<file path="src/rtl/shift_chain_pkg.sv">
package shift_chain_pkg;

    typedef enum logic [2:0] {
        ST_IDLE  = 3'd0,
        ST_SETUP = 3'd1,
        ST_HIGH  = 3'd2,
        ST_GAP   = 3'd3,
        ST_LATCH = 3'd4,
        ST_TAIL  = 3'd5,
        ST_DONE  = 3'd6
    } ld_state_e;

    typedef enum logic {
        PH_LOW  = 1'b0,
        PH_HIGH = 1'b1
    } phase_sel_e;

    typedef struct packed {
        logic       tmr_load;
        phase_sel_e tmr_sel;
        logic       frm_load;
        logic       bit_step;
    } seq_ctrl_t;

    function automatic logic in_shift_phase(ld_state_e s);
        return (s == ST_SETUP) || (s == ST_HIGH);
    endfunction

endpackage

</file>
<file path="src/rtl/shift_chain_timer.sv">
module shift_chain_timer #(
    parameter int TIME_W = 8
) (
    input  logic              clk,
    input  logic              rst,
    input  logic              load_i,
    input  logic [TIME_W-1:0] len_i,
    output logic              expired_o
);
    logic [TIME_W-1:0] cnt_q;

    always_ff @(posedge clk) begin
        if (rst) begin
            cnt_q <= '0;
        end else if (load_i) begin
            cnt_q <= (len_i == '0) ? '0 : len_i - 1'b1;
        end else if (cnt_q != '0) begin
            cnt_q <= cnt_q - 1'b1;
        end
    end

    assign expired_o = (cnt_q == '0);

endmodule

</file>
<file path="src/rtl/shift_chain_serializer.sv">
module shift_chain_serializer #(
    parameter int NUM_DEV = 2,
    localparam int FRAME_W = NUM_DEV * 8,
    localparam int IDX_W = (FRAME_W > 1) ? $clog2(FRAME_W) : 1
) (
    input  logic               clk,
    input  logic               rst,
    input  logic               load_i,
    input  logic [FRAME_W-1:0] frame_i,
    input  logic               step_i,
    output logic               bit_o,
    output logic               last_o
);
    logic [FRAME_W-1:0] frame_q;
    logic [IDX_W-1:0]   idx_q;

    always_ff @(posedge clk) begin
        if (rst) begin
            frame_q <= '0;
            idx_q   <= '0;
        end else if (load_i) begin
            frame_q <= frame_i;
            idx_q   <= IDX_W'(FRAME_W - 1);
        end else if (step_i) begin
            idx_q   <= idx_q - 1'b1;
        end
    end

    assign bit_o  = frame_q[idx_q];
    assign last_o = (idx_q == '0);

    // the sequencer never steps past bit 0
    a_r3_no_underflow: assert property (@(posedge clk) disable iff (rst)
        step_i |-> (idx_q != '0));

endmodule

</file>
<file path="src/rtl/shift_chain_fsm.sv">
module shift_chain_fsm
    import shift_chain_pkg::*;
(
    input  logic      clk,
    input  logic      rst,
    input  logic      start_i,
    input  logic      tmr_expired_i,
    input  logic      last_bit_i,
    output ld_state_e state_o,
    output seq_ctrl_t ctrl_o
);
    ld_state_e state_q, state_d;

    always_ff @(posedge clk) begin
        if (rst) state_q <= ST_IDLE;
        else     state_q <= state_d;
    end

    always_comb begin
        state_d = state_q;
        ctrl_o  = '0;
        case (state_q)
            ST_IDLE: begin
                if (start_i) begin
                    state_d         = ST_SETUP;
                    ctrl_o.frm_load = 1'b1;
                    ctrl_o.tmr_load = 1'b1;
                    ctrl_o.tmr_sel  = PH_LOW;
                end
            end
            ST_SETUP: begin
                if (tmr_expired_i) begin
                    state_d         = ST_HIGH;
                    ctrl_o.tmr_load = 1'b1;
                    ctrl_o.tmr_sel  = PH_HIGH;
                end
            end
            ST_HIGH: begin
                if (tmr_expired_i) begin
                    ctrl_o.tmr_load = 1'b1;
                    ctrl_o.tmr_sel  = PH_LOW;
                    if (last_bit_i) begin
                        state_d = ST_GAP;
                    end else begin
                        state_d         = ST_SETUP;
                        ctrl_o.bit_step = 1'b1;
                    end
                end
            end
            ST_GAP: begin
                if (tmr_expired_i) begin
                    state_d         = ST_LATCH;
                    ctrl_o.tmr_load = 1'b1;
                    ctrl_o.tmr_sel  = PH_HIGH;
                end
            end
            ST_LATCH: begin
                if (tmr_expired_i) state_d = ST_TAIL;
            end
            ST_TAIL:  state_d = ST_DONE;
            ST_DONE:  state_d = ST_IDLE;
            default:  state_d = ST_IDLE;
        endcase
    end

    assign state_o = state_q;

    // a frame in progress is never reloaded
    a_r8_no_reload: assert property (@(posedge clk) disable iff (rst)
        (state_q != ST_IDLE) |-> !ctrl_o.frm_load);

endmodule

</file>
<file path="src/rtl/shift_chain_loader.sv">
module shift_chain_loader
    import shift_chain_pkg::*;
#(
    parameter int NUM_DEV = 2,
    parameter int TIME_W = 8,
    localparam int FRAME_W = NUM_DEV * 8
) (
    input  logic               clk,
    input  logic               rst,
    input  logic               start_i,
    input  logic [FRAME_W-1:0] frame_i,
    input  logic [TIME_W-1:0]  high_time_i,
    input  logic [TIME_W-1:0]  low_time_i,
    input  logic               blank_i,
    output logic               ser_o,
    output logic               sclk_o,
    output logic               lclk_o,
    output logic               oe_n_o,
    output logic               busy_o,
    output logic               done_o
);
    ld_state_e         state;
    seq_ctrl_t         ctrl;
    logic              tmr_expired;
    logic              cur_bit;
    logic              last_bit;
    logic [TIME_W-1:0] phase_len;
    logic              oe_n_q;

    assign phase_len = (ctrl.tmr_sel == PH_HIGH) ? high_time_i : low_time_i;

    shift_chain_fsm u_fsm (
        .clk           (clk),
        .rst           (rst),
        .start_i       (start_i),
        .tmr_expired_i (tmr_expired),
        .last_bit_i    (last_bit),
        .state_o       (state),
        .ctrl_o        (ctrl)
    );

    shift_chain_timer #(.TIME_W(TIME_W)) u_timer (
        .clk       (clk),
        .rst       (rst),
        .load_i    (ctrl.tmr_load),
        .len_i     (phase_len),
        .expired_o (tmr_expired)
    );

    shift_chain_serializer #(.NUM_DEV(NUM_DEV)) u_ser (
        .clk     (clk),
        .rst     (rst),
        .load_i  (ctrl.frm_load),
        .frame_i (frame_i),
        .step_i  (ctrl.bit_step),
        .bit_o   (cur_bit),
        .last_o  (last_bit)
    );

    always_ff @(posedge clk) begin
        if (rst) oe_n_q <= 1'b1;
        else     oe_n_q <= blank_i;
    end

    assign ser_o  = in_shift_phase(state) ? cur_bit : 1'b0;
    assign sclk_o = (state == ST_HIGH);
    assign lclk_o = (state == ST_LATCH);
    assign busy_o = (state != ST_IDLE);
    assign done_o = (state == ST_DONE);
    assign oe_n_o = oe_n_q;

    // storage clock never overlaps a shift pulse
    a_r1_latch_quiet: assert property (@(posedge clk) disable iff (rst)
        sclk_o |-> !lclk_o);

    // serial data holds across the rising edge and the high phase
    a_r2_ser_hold: assert property (@(posedge clk) disable iff (rst)
        sclk_o |-> $stable(ser_o));

    // latch pulse only follows the post-shift gap
    a_r4_latch_after_gap: assert property (@(posedge clk) disable iff (rst)
        $rose(lclk_o) |-> ($past(state) == ST_GAP));

    // done is a single-cycle pulse
    a_r6_done_single: assert property (@(posedge clk) disable iff (rst)
        done_o |=> !done_o);

endmodule

</file>
<file path="config.mk">
export PLATFORM = sky130hd
export DESIGN_NAME = shift_chain_loader
export DESIGN_NICKNAME = d
export VERILOG_FILES = /design/src/rtl/shift_chain_pkg.sv /design/src/rtl/shift_chain_timer.sv /design/src/rtl/shift_chain_serializer.sv /design/src/rtl/shift_chain_fsm.sv /design/src/rtl/shift_chain_loader.sv
export SDC_FILE = /design/constraint.sdc
export NUM_CORES = 1
export LEC_CHECK = 0
export BUFFER_PORTS_ARGS = -buffer_cell sky130_fd_sc_hd__buf_2
export CORE_AREA = 8 8 107 79
export DETAILED_ROUTE_END_ITERATION = 12
export DIE_AREA = 0 0 115 87
export PLACE_DENSITY_LB_ADDON = 0.08
export SETUP_SLACK_MARGIN = 0.15
export SYNTH_ARGS = -nofsm -noshare
export SYNTH_HDL_FRONTEND = slang
export SYNTH_SLANG_ARGS = --single-unit
</file>
<file path="constraint.sdc">
create_clock -name clk -period 3.01 [get_ports clk]
set_input_delay 0.301 -clock clk [delete_from_list [all_inputs] [get_ports clk]]
set_output_delay 0.301 -clock clk [all_outputs]
set_load 0.05 [all_outputs]
</file>
* After elaboration in Yosys (flattened, before gate mapping)
Index checks and enable logic that the tools add are counted.
Storage, ports and cells: register bits 32, bits of input ports 36, output and inout bits 6, logic and storage cells 55
Cells by class: $add $sub $neg 3, order comparisons 1, equal/unequal tests 11, muxes and demuxes 24, reductions and logical operators 11
Operators by type and width (count):
- 8-bit two-way mux | 4
- 3-bit two-way mux | 6
- 3-bit one-hot mux with 6 select lines | 1
- 8-bit logical NOT | 2
- 8-bit by 1-bit subtractor with 8-bit output, second input constant | 2
- 3-bit == test, second input constant | 3
- 4-bit two-way mux | 2
- 8-bit nonzero test | 1
- 3-bit by 2-bit == test with 1-bit output, second input constant | 2
- 1-bit two-way mux | 6
- 2-bit two-way mux | 3
- 2-bit inequality test, second input constant | 3
- 2-bit one-hot mux with 3 select lines | 1
- 4-bit by 5-bit less-than comparator with 1-bit output, second input constant | 1
- 5-bit AND reduction | 1
- 1-bit binary-select mux with 4-bit select | 1
- 4-bit logical NOT | 1
- 2-bit by 1-bit inequality test with 1-bit output, second input constant | 2
- 2-bit nonzero test | 2
- 4-bit by 1-bit subtractor with 4-bit output, second input constant | 1
- 3-bit by 1-bit == test with 1-bit output, second input constant | 1
- 3-bit logical NOT | 1
- 3-bit nonzero test | 1
- 2-bit OR reduction | 1
- 1-bit logical OR | 1

* Logic depth before layout (Yosys ltp)
Gate-level depths: netlist (run 1).
depth after elaboration 7, mapped depth 12, gate-level depth less buffers 11

* Hierarchy
Synthesis (run 1) repeated with hierarchy kept, for this count alone.
Second synthesis, totals: cell total of the unflattened synthesis 194, area total of the unflattened synthesis 1901.8 um^2
By module, submodules not included:
- shift_chain_serializer | instances 1, cells an instance 81, area an instance 894.6 um^2, sequential area each 400.4 um^2
- shift_chain_timer | instances 1, cells an instance 72, area an instance 601.8 um^2, sequential area each 160.2 um^2
- shift_chain_loader | instances 1, cells an instance 17, area an instance 210.2 um^2, sequential area each 20.0 um^2
- shift_chain_fsm | instances 1, cells an instance 24, area an instance 195.2 um^2, sequential area each 60.1 um^2

* Worst setup path before layout (run 1)
No wires, ideal clock.
path kind register to register, from register u_fsm.state_q[0], in the netlist u_fsm.state_o[0], to register u_ser.idx_q[3], setup time 0.133 ns, data arrival time 2.706 ns, data required time 2.877 ns, setup slack 0.171 ns, cell stages (with the launch flop) 7, buffers on the path 1, clock period less this slack 2.839 ns, path through dfxtp_1 > clkbuf_1 > nor3b_1 > nand4_1 > nor4_2 > xnor2_1 > a21oi_1
On the way: cells in the longest elaborated chain, start to end 3, elaborated cells between the ends (all ways) 6, those cells by class eq/ne: 1; mux: 3; reduce/logical: 2
Ends and longest elaborated chain:
- start, declared | line shift_chain_fsm.sv:12 | ld_state_e state_q, state_d;
- start signal, assigned | line shift_chain_fsm.sv:16 | else state_q <= state_d;
- 3-bit by 2-bit == test with 1-bit output
- via sclk_o | line shift_chain_loader.sv:16 | output logic sclk_o,
- 1-bit two-way mux | line shift_chain_fsm.sv:22 | case (state_q)
- 2-bit nonzero test (no source line)
- end signal, assigned | line shift_chain_serializer.sv:23 | idx_q <= IDX_W'(FRAME_W - 1);
- end signal, assigned | line shift_chain_serializer.sv:25 | idx_q <= idx_q - 1'b1;
- end, declared | line shift_chain_serializer.sv:15 | logic [IDX_W-1:0] idx_q;
The timed path passes the listed nets, and every way through them passes these cells. A chain may end at the register's enable or synchronous reset.

* Worst setup path after layout (run 1)
from register u_timer.cnt_q[0], to register u_timer.cnt_q[2]
On the way: cells in the longest elaborated chain, start to end 7, elaborated cells between the ends (all ways) 13, those cells by class add/sub: 2; mux: 7; reduce/logical: 4
Ends and longest elaborated chain:
- start, declared | line shift_chain_timer.sv:10 | logic [TIME_W-1:0] cnt_q;
- start signal, assigned | line shift_chain_timer.sv:16 | cnt_q <= (len_i == '0) ? '0 : len_i - 1'b1;
- start signal, assigned | line shift_chain_timer.sv:18 | cnt_q <= cnt_q - 1'b1;
- 8-bit logical NOT | line shift_chain_timer.sv:22 | assign expired_o = (cnt_q == '0);
- 2-bit two-way mux | line shift_chain_fsm.sv:32, shift_chain_fsm.sv:51
- 2-bit one-hot mux with 3 select lines | line shift_chain_fsm.sv:22
- 8-bit two-way mux | line shift_chain_loader.sv:30 | assign phase_len = (ctrl.tmr_sel == PH_HIGH) ? high_time_i : low_time_i;
- 8-bit by 1-bit subtractor with 8-bit output / 8-bit logical NOT (equally long branches) | line shift_chain_timer.sv:16
- 8-bit two-way mux | line shift_chain_timer.sv:16
- 8-bit two-way mux | line shift_chain_timer.sv:15 | end else if (load_i) begin
Several ways; a longest one is shown, not always the timed one. The select of a mux whose other input is x is not followed.

==> results of run 1 <==
-- power by group through the flow --
| stage | logic [mW] | clock network (mW) | registers (mW) |
|---|---|---|---|
| after floorplan | 0.627 | 0 | 0.591 |
| after CTS | 0.803 | 0.302 | 0.625 |
| after detailed placement | 0.796 | 0 | 0.634 |
| after global placement | 0.820 | 0 | 0.638 |
| after global routing | 0.896 | 0.323 | 0.642 |
| final | 0.796 | 0.292 | 0.625 |
-- cells by family after synthesis --
kind of cell / synth area share, %
AOI/OAI and AO/OA: 16.1
xor gates and xnor gates: 6.65
adders and majority gates: 3.16
buffers and inverters: 4.62
DFF: 32.4
muxes: 10.4
and+or+nand+nor: 26.6
-- area by class of cell --
| cell class | instances | area share [%] |
|---|---|---|
| clock buffer | 5 | 2.92 |
| inverter | 9 | 1.44 |
| multi-input combinational | 183 | 52.9 |
| sequential | 32 | 27.2 |
| tap | 98 | 5.21 |
| timing repair buffer | 46 | 10.3 |
-- worst register-to-register path, stage by stage, from the launching register on --
cell and delay (ns):
dfxtp_1 0.35, inv_1 0.09, ha_1 0.14, nor3b_2 0.25, nand4b_4 0.16, mux2i_1 0.30
ha_1 0.23, nand2b_1 0.06, or4_1 0.39, mux2_2 0.33, nand4_2 0.15, o22ai_1 0.10
-- state kept, by name (all words and copies together) (netlist names) --
register / count
u_fsm.state_o: 3
u_timer.cnt_q: 8
u_ser.frame_q: 16
u_ser.idx_q: 4
oe_n_o: 1
-- metal layers --
metal	vias up	share of wire, %	GRT usage [%]
li1	914	-	-
met1	753	56	15.7
met2	23	39	14.8
met3	4	4.6	3.60
met4	0	0.91	3.21
met5	-	0	0
-- Yosys cell counts (2+ instances only) --
cell	number
mux4_2	5
xor2_1	3
xnor2_1	12
and2_1	2
nor2b_1	2
o211ai_1	2
a21oi_1	29
o21ai_0	7
inv_1	9
clkbuf_1	10
nor3_1	9
nand3_1	5
nand3b_1	3
nor3b_1	2
nor4_1	2
o211a_1	2
dfxtp_1	32
nand2_1	41
ha_1	5
nand2b_1	3
o22ai_1	4
nor2_1	12
mux2i_1	7
or4_1	2
mux2_2	2
or3_1	3
-- worst paths after layout --
path	startpoint	endpoint	slack, ns	depth (start not counted)
max	u_timer.cnt_q[0]	u_timer.cnt_q[2]	0.34	11
min	blank_i	oe_n_o	0.20	2
max reg2reg	u_timer.cnt_q[0]	u_timer.cnt_q[2]	0.34	11
min reg2reg	u_ser.frame_q[4]	u_ser.frame_q[4]	0.45	2
==> results.toml, run 1 <==
[global_route]
grt_max_degree = 26
grt_overflow_total = 0
grt_pass1_vias = 1746
grt_usage_pct = 10.9
antenna_found_initial = 0
grt_pass1_wl_mm = 8.74

[final_layout]
drive_above_1_share_pct = 24.7
seq_area_um2 = 641
final_cell_mix = "nand2_1 (41), buf_2 (41), dfxtp_1 (32)"
multi_input_area_mm2 = 0.00124
fillCellCount = 783
antenna_cells = 0
nets = 318
instances_no_fill = 373
fin_area_mm2 = 0.00235
fin_util_pct = 33.8
areaGrowthSynthToFinish_pct = 19.1

[floorplan]
ios = 42
core_mm2 = 0.00696
dieArea_mm2 = 0.0100
num_rows = 26
die_h_um = 87
initial_core_util_pct = 28.4
die_w_um = 115

[timing]
fmax_mhz = 374
fin_setup_tns_ns = 0
holdWs_ns = 0.202
fin_worst_skew_ns = 0.00275
hold_viol = 0
rsz0062_at_grt = "false"
slew_headroom_pct = 62.3
slew_viol_final = 0
tightest_slew_ns = 0.566
final.setup.worst_slack_ns = 0.338
final.min_clock_period_ns = 2.67
final-setup-viol-count = 0
finalCritPeriodShare_pct = 88.8

[power_and_ir_drop]
power_density_mw_per_mm2 = 728
switching_share_pct = 40.4
clockPowerShare_pct = 17.1
p_leak_nw = 0.970
switching_power_mw = 0.693
combPwrFrac_pct = 46.4
ir_worst_vdd_mv = 0.210
power.share.sequential_pct = 36.5
power_mw = 1.71
p_int_mw = 1.02

[outcome]
outcome = "finished, final reports clean"

[yosys]
seq_area_frac_synth_pct = 32.4
yosys.area.top_type_share_pct = 32.4
synthDistinctLibCells = 48
syn_inst = 237
synthTopCellsByArea = "dfxtp_1 (32%), nand2_1 (7.8%), a21oi_1 (7.3%), mux4_2 (5.7%), xnor2_1 (5.3%)"
syn-cell-area_mm2 = 0.00198
ys_async_sr_fraction_pct = 0
synth-edff-count = 0
synthFlopType = "dfxtp_1"
synth_top_area_cell = "dfxtp_1"
ys_warn_count = 0
synth-seq-cells = 32
avgSynthCellArea_um2 = 8.34
synthesis.nets = 278

[critical_path]
worstPathRequired_ns = 3.17
end_kind = "flop"
crit_family = "simple AND/OR/NAND/NOR gates"
critPathKind = "reg2reg"
path_buf_inv = 1
crit_arrival_ns = 2.83
slowest_delay_ns = 0.39
slowest_stage = "or4_1"
crit_fanout = 6
path_cells = "inv_1 > ha_1 > nor3b_2 > nand4b_4 > mux2i_1 > ha_1 > nand2b_1 > or4_1 > mux2_2 > nand4_2 > o22ai_1"
cpMostUsedCell = "ha_1"
cp-start-kind = "flop"

[placement]
gp_congestion = 0.726
post-dp-hpwl_mm = 3.95
pre_cts_ws_ns = 0.342
place_area_mm2 = 0.00228
dp_cells = 368
port_buffers = 41

[clocking]
clk_pin_slew_ns = 0.06
max-clock-path-buffers = 2
cts_tree = "yes"
insertion_delay_ns = 0.28
cts_made_buffers = 5
cts_root_buf = "clkbuf_8"
cts.sink_count = 32
cts_setup_buffers = 0
hold_buffers = 0
cts.repair.resized = 0
htree_levels = 2

[drt]
wl_per_cell_um = 13.5
first_pass_iters = 5
drt.antenna.violating_nets = 0
dr_total_vias = 1694
drt-total-wl_mm = 5.04
drtIter0Drc = 66
vias_per_cell = 4.54
drc_errors = 0

[flow_run]
maxCapViolations = 0

[worst_hold_path]
holdCritPathClass = "in2reg"
Power figures use the tool's default switching activity.
==> inputs of run 2 (changes only) <==
Settings changed: CORE_AREA 8 8 107 79 to 8 8 82 63, DIE_AREA 0 0 115 87 to 0 0 90 71, SYNTH_HIERARCHICAL set to 1.
==> results.toml, run 2 <==
[floorplan]
dieArea_mm2 = 0.00639
die_w_um = 90
num_rows = 20
ios = 42
initial_core_util_pct = 47.5
core_mm2 = 0.00400
die_h_um = 71

[final_layout]
instances_no_fill = 302
fillCellCount = 360
largestRegisters = "u_ser/frame_q: 16 flops, u_timer/cnt_q: 8 flops, u_ser/idx_q: 4 flops"
antenna_cells = 0
final_cell_mix = "buf_2 (41), dfxtp_1 (31), nor2_1 (25)"
nets = 286
layout_commonest_cell = "buf_2"
fin_area_mm2 = 0.00241
largest_reg_flops = 16
fin_util_pct = 60.2
areaGrowthSynthToFinish_pct = 26.7
largest_register = "u_ser/frame_q"
drive_above_1_share_pct = 36.8

[global_route]
grt_pass1_vias = 1627
grt_pass1_wl_mm = 7.72
grt_overflow_total = 0
grt_usage_pct = 14.4
antenna_found_initial = 0
grt_max_degree = 30

[timing]
hold_viol = 0
final-setup-viol-count = 0
finalCritPeriodShare_pct = 90.0
rsz0062_at_grt = "true"
fmax_mhz = 369
slew_headroom_pct = 64.3
slew_viol_final = 0
tightest_slew_ns = 0.536
fin_worst_skew_ns = 0.00713
final.setup.worst_slack_ns = 0.301
fin_setup_tns_ns = 0
final.min_clock_period_ns = 2.71

[yosys]
syn-cell-area_mm2 = 0.00190
ys_async_sr_fraction_pct = 0
synth_top_area_cell = "dfxtp_1"
yosys.area.top_type_share_pct = 33.7
synth-seq-cells = 32
synthDistinctLibCells = 48
synthTopCellsByArea = "dfxtp_1 (34%), mux2i_1 (11%), mux2_4 (6.3%), mux4_1 (5.5%), nor2_1 (4.9%)"
synth.area.mux_share_pct = 22.4
avgSynthCellArea_um2 = 9.80
syn_inst = 194
synthesis.nets = 234
synth_top_family_by_area = "multiplexers"
synth_fa_ha_area_share_pct = 2.63
synth-edff-count = 0
ys_warn_count = 6
synth-simple-area-share_pct = 19.4
synthFlopType = "dfxtp_1"
synth_compound_area_share_pct = 12.0
seq_area_frac_synth_pct = 33.7
synth_xor_area_share_pct = 5.53
synthTopCellsByCount = "dfxtp_1 (32), nor2_1 (25), mux2i_1 (20)"
yosysMostFrequentCell = "dfxtp_1"

[drt]
first_pass_iters = 4
vias_per_cell = 5.28
drt.antenna.violating_nets = 0
drtIter0Drc = 131
wl_per_cell_um = 14.7
drc_errors = 0
drt-total-wl_mm = 4.44
dr_total_vias = 1596

[power_and_ir_drop]
p_int_mw = 1.32
combPwrFrac_pct = 47.0
clockPowerShare_pct = 21.4
power.share.sequential_pct = 31.6
p_leak_nw = 1.05
power_density_mw_per_mm2 = 870
ir_worst_vdd_mv = 0.360
switching_share_pct = 37.2
switching_power_mw = 0.779

[placement]
pre_cts_ws_ns = -0.0234
port_buffers = 41
gp_congestion = 0.890
place_area_mm2 = 0.00224
post-dp-hpwl_mm = 3.45
dp_cells = 293

[outcome]
outcome = "finished, final reports clean"

[critical_path]
r2r_cells = 11
critPathKind = "reg2reg"
worstPathRequired_ns = 3.16
regToRegSetupSlack_ns = 0.30
worstReg2RegEnd = "u_timer/cnt_q[7]"
r2r-start = "u_timer/cnt_q[4]"
crit_arrival_ns = 2.86
crit_fanout = 8
cp-start-kind = "flop"
end_kind = "flop"

[worst_hold_path]
whs_endpoint = "oe_n_o"
hold_depth = 2
holdCritPathClass = "in2reg"
hold_start = "blank_i"

[clocking]
cts_tree = "yes"
cts_made_buffers = 5
max-clock-path-buffers = 2
hold_buffers = 0
insertion_delay_ns = 0.28
clk_pin_slew_ns = 0.06
cts.sink_count = 32
cts_root_buf = "clkbuf_8"
htree_levels = 2

[flow_run]
maxCapViolations = 0
==> run 2: changes by cell type after synthesis, sizes merged, moves of 4 or more <==
cell / change
nor3b: +5
clkbuf: -8
o22ai: -4
a21oi: -22
mux2i: +13
xnor2: -4
nor2: +13
nor3: -4
nand2: -35
mux2: +6
nand3: -5
==> run 2: power groups by stage <==
stage | Combinational (mW) | Clock (mW) | Sequential (mW)
floorplan | 0.702 | 0 | 0.623
global placement | 0.903 | 0 | 0.656
detailed placement | 0.922 | 0 | 0.665
CTS | 0.954 | 0.457 | 0.659
global route | 1.09 | 0.473 | 0.682
finish | 0.984 | 0.449 | 0.662
==> run 2: worst max-delay path by stage <==
stage                      from               end  slack [ns]
6_report       u_timer/cnt_q[4]  u_timer/cnt_q[7]        0.30
5_1_grt        u_timer/cnt_q[1]  u_timer/cnt_q[7]        0.11
4_1_cts        u_timer/cnt_q[0]  u_timer/cnt_q[4]        0.17
3_5_place_dp   u_timer/cnt_q[0]  u_timer/cnt_q[4]       -0.02
3_3_place_gp   u_timer/cnt_q[1]  u_timer/cnt_q[4]        0.05
2_1_floorplan  u_timer/cnt_q[0]  u_timer/cnt_q[4]        0.17
==> run 2: timing repair <==
item                                    4_1_cts  5_1_grt
pin swaps                                     0        1
setup buffers                                 1        0
resized for setup                             1       10
endpoints found under the setup margin        7        7
==> run 2: logic make-up (layout without fill, tap and decap cells) <==
kind of cell | count (synthesis) | count (layout)
DFF | 32 | 32
AOI/OAI and AO/OA | 34 | 34
xor gates and xnor gates | 12 | 12
adders and majority gates | 4 | 4
buffers and inverters | 17 | 70
and+or+nand+nor | 63 | 63
muxes | 32 | 32
==> run 2: final cells by class <==
| class | instances | area, um2 | area share [%] |
|---|---|---|---|
| Sequential cell | 32 | 642 | 26.6 |
| Tap cell | 55 | 68.8 | 2.86 |
| Multi-Input combinational cell | 145 | 1230 | 51.2 |
| Timing Repair Buffer | 52 | 300 | 12.5 |
| Inverter | 10 | 37.5 | 1.56 |
| Clock buffer | 7 | 96.3 | 4.00 |
| Clock inverter | 1 | 30.0 | 1.25 |
==> run 2: routing by layer <==
metal / GRT usage (%) / wire length, um
met5: 0 / 0
met4: 3.49 / 17
met2: 20.6 / 1820
met3: 4.55 / 258
met1: 20.1 / 2350
==> run 2: critical path, cell delays in order (launching register included) <==
cell and delay [ns]:
dfxtp_1 0.39, nor4_2 0.39, nand2_2 0.12, inv_1 0.09
nor2b_2 0.15, and2_4 0.16, buf_12 0.13, mux2_4 0.32
nor4_4 0.32, a21boi_0 0.17, a311oi_1 0.26, a211oi_1 0.08
==> run 2: per-stage QoR <==
step / hold slack [ns] / power [mW]
finish: 0.206 / 2.10
global route: 0.209 / 2.24
CTS: 0.199 / 2.07
detailed placement: 0.478 / 1.59
global placement: 0.466 / 1.56
floorplan: 0.366 / 1.33
==> inputs of run 3 (changes only) <==
Settings changed: HOLD_SLACK_MARGIN set to 0.05.
Clock period 3.01 ns to 2.5 ns, I/O delays scaled along.
==> results.toml, run 3 (synthesis gave the netlist of run 2 again) <==
[power_and_ir_drop]
power_density_mw_per_mm2 = 1100
p_leak_nw = 1.21
ir_worst_vdd_mv = 0.489

[critical_path]
r2r_cells = 14
timing.critical_path.from = "u_timer/cnt_q[1]"
regToRegSetupSlack_ns = -0.09
crit_family = "compound AO/OA/AOI/OAI gates"
worstPathRequired_ns = 2.68
cpMostUsedCell = "inv_2"
cp-start-kind = "flop"
path_cells = "inv_2 > ha_4 > nor3b_4 > nand2_2 > inv_2 > nor2b_4 > and2_4 > buf_12 > mux2_4 > inv_4 > ha_1 > a31o_4 > o22a_1 > a311oi_1"
crit_fanout = 5
worstReg2RegEnd = "u_timer/cnt_q[1]"
slowest_delay_ns = 0.33
critPathKind = "reg2reg"
crit_arrival_ns = 2.76
slowest_stage = "dfxtp_2"
path_buf_inv = 4
r2r-start = "u_timer/cnt_q[1]"
end_kind = "flop"

[floorplan]
core_mm2 = 0.00400
dieArea_mm2 = 0.00639
initial_core_util_pct = 47.5
ios = 42
num_rows = 20
die_h_um = 71
die_w_um = 90

[global_route]
grt_pass1_wl_mm = 8.10
grt_pass1_vias = 1727
grt_max_degree = 30
antenna_found_initial = 0
grt_usage_pct = 15.6
grt_overflow_total = 0

[clocking]
clk_pin_slew_ns = 0.07
insertion_delay_ns = 0.28
cts_root_buf = "clkbuf_8"
htree_levels = 2
max-clock-path-buffers = 2
cts_made_buffers = 5
cts_tree = "yes"
cts.sink_count = 32

[final_layout]
areaGrowthSynthToFinish_pct = 43.3
drive_above_1_share_pct = 48.0
largestRegisters = "u_ser/frame_q: 16 flops, u_timer/cnt_q: 8 flops, u_ser/idx_q: 4 flops"
largest_register = "u_ser/frame_q"
nets = 314
fillCellCount = 322
final_cell_mix = "buf_2 (41), buf_4 (37), dfxtp_1 (29)"
layout_commonest_cell = "buf_2"
seq_area_um2 = 644
largest_reg_flops = 16
multi_input_area_mm2 = 0.00132
fin_util_pct = 68.1
antenna_cells = 0

[flow_run]
maxCapViolations = 0

[timing]
slew_viol_final = 0
final.min_clock_period_ns = 2.59
fmax_mhz = 387
hold_viol = 0
tightest_slew_ns = 0.535
rsz0062_at_grt = "true"
final-setup-viol-count = 7
slew_headroom_pct = 64.4
finalCritPeriodShare_pct = 103
fin_worst_skew_ns = 0.00384
final.setup.worst_slack_ns = -0.0851

[drt]
drc_errors = 0
drtIter0Drc = 135
wl_per_cell_um = 15.2
vias_per_cell = 5.24
dr_total_vias = 1729
drt.antenna.violating_nets = 0
first_pass_iters = 4
drt-total-wl_mm = 5.03

[outcome]
violations = "negative setup slack"
outcome = "finished, violations left"

[placement]
gp_congestion = 0.884
pre_cts_ws_ns = -0.0391
port_buffers = 41
post-dp-hpwl_mm = 3.54

[worst_hold_path]
hold_depth = 2
hold_start = "blank_i"
holdCritPathClass = "in2reg"
whs_endpoint = "oe_n_o"
[run 3: metal layers]
layer	global-route usage, %	share of wire, %	vias up
li1	-	-	856
met2	23.7	44	59
met4	5.33	1.3	0
met1	20.4	47	806
met5	0	0	-
met3	4.76	7.5	8
[run 3: layout make-up]
type | count | area share (%)
Clock inverter | 1 | 1.10
Tap cell | 55 | 2.53
Sequential cell | 32 | 23.6
Clock buffer | 7 | 3.54
Inverter | 10 | 1.47
Multi-Input combinational cell | 145 | 48.5
Timing Repair Buffer | 80 | 19.2
[run 3: worst max-delay path by stage]
stage | end | slack, ns | cells past startpoint
3_5_place_dp | u_timer/cnt_q[4] | -0.04 | 14
3_3_place_gp | u_timer/cnt_q[1] | 0.03 | 12
4_1_cts | u_timer/cnt_q[1] | -0.04 | 13
6_report | u_timer/cnt_q[1] | -0.09 | 14
5_1_grt | u_timer/cnt_q[1] | -0.18 | 14
2_1_floorplan | u_timer/cnt_q[6] | -0.1 | 13
[run 3: power by group]
group / internal (mW) / switching (mW) / total [mW]
Clock: 0.351 / 0.190 / 0.541
Combinational: 0.931 / 0.759 / 1.69
Sequential: 0.634 / 0.138 / 0.771
[run 3: timing repair]
item                                    in CTS  in global routing
endpoints found under the setup margin       9                  8
pin swaps                                    8                  5
hold buffers                                 0                  0
gates resized for setup                      8                  4
setup buffers                               18                  4
[run 3: per-stage QoR]
| step | instance area [um2] | power (mW) | std cells | setup TNS, ns | hold slack, ns |
|---|---|---|---|---|---|
| finish | 2730 | 3.00 | 330 | -0.215 | 0.149 |
| global route | 2730 | 3.18 | 330 | -1.07 | 0.128 |
| CTS | 2670 | 2.90 | 326 | -0.168 | 0.148 |
| detailed placement | 2340 | 2.07 | 300 | -0.158 | 0.444 |
| global placement | 2340 | 2.03 | 300 | 0 | 0.439 |
| floorplan | 1980 | 1.71 | 194 | -0.609 | 0.315 |
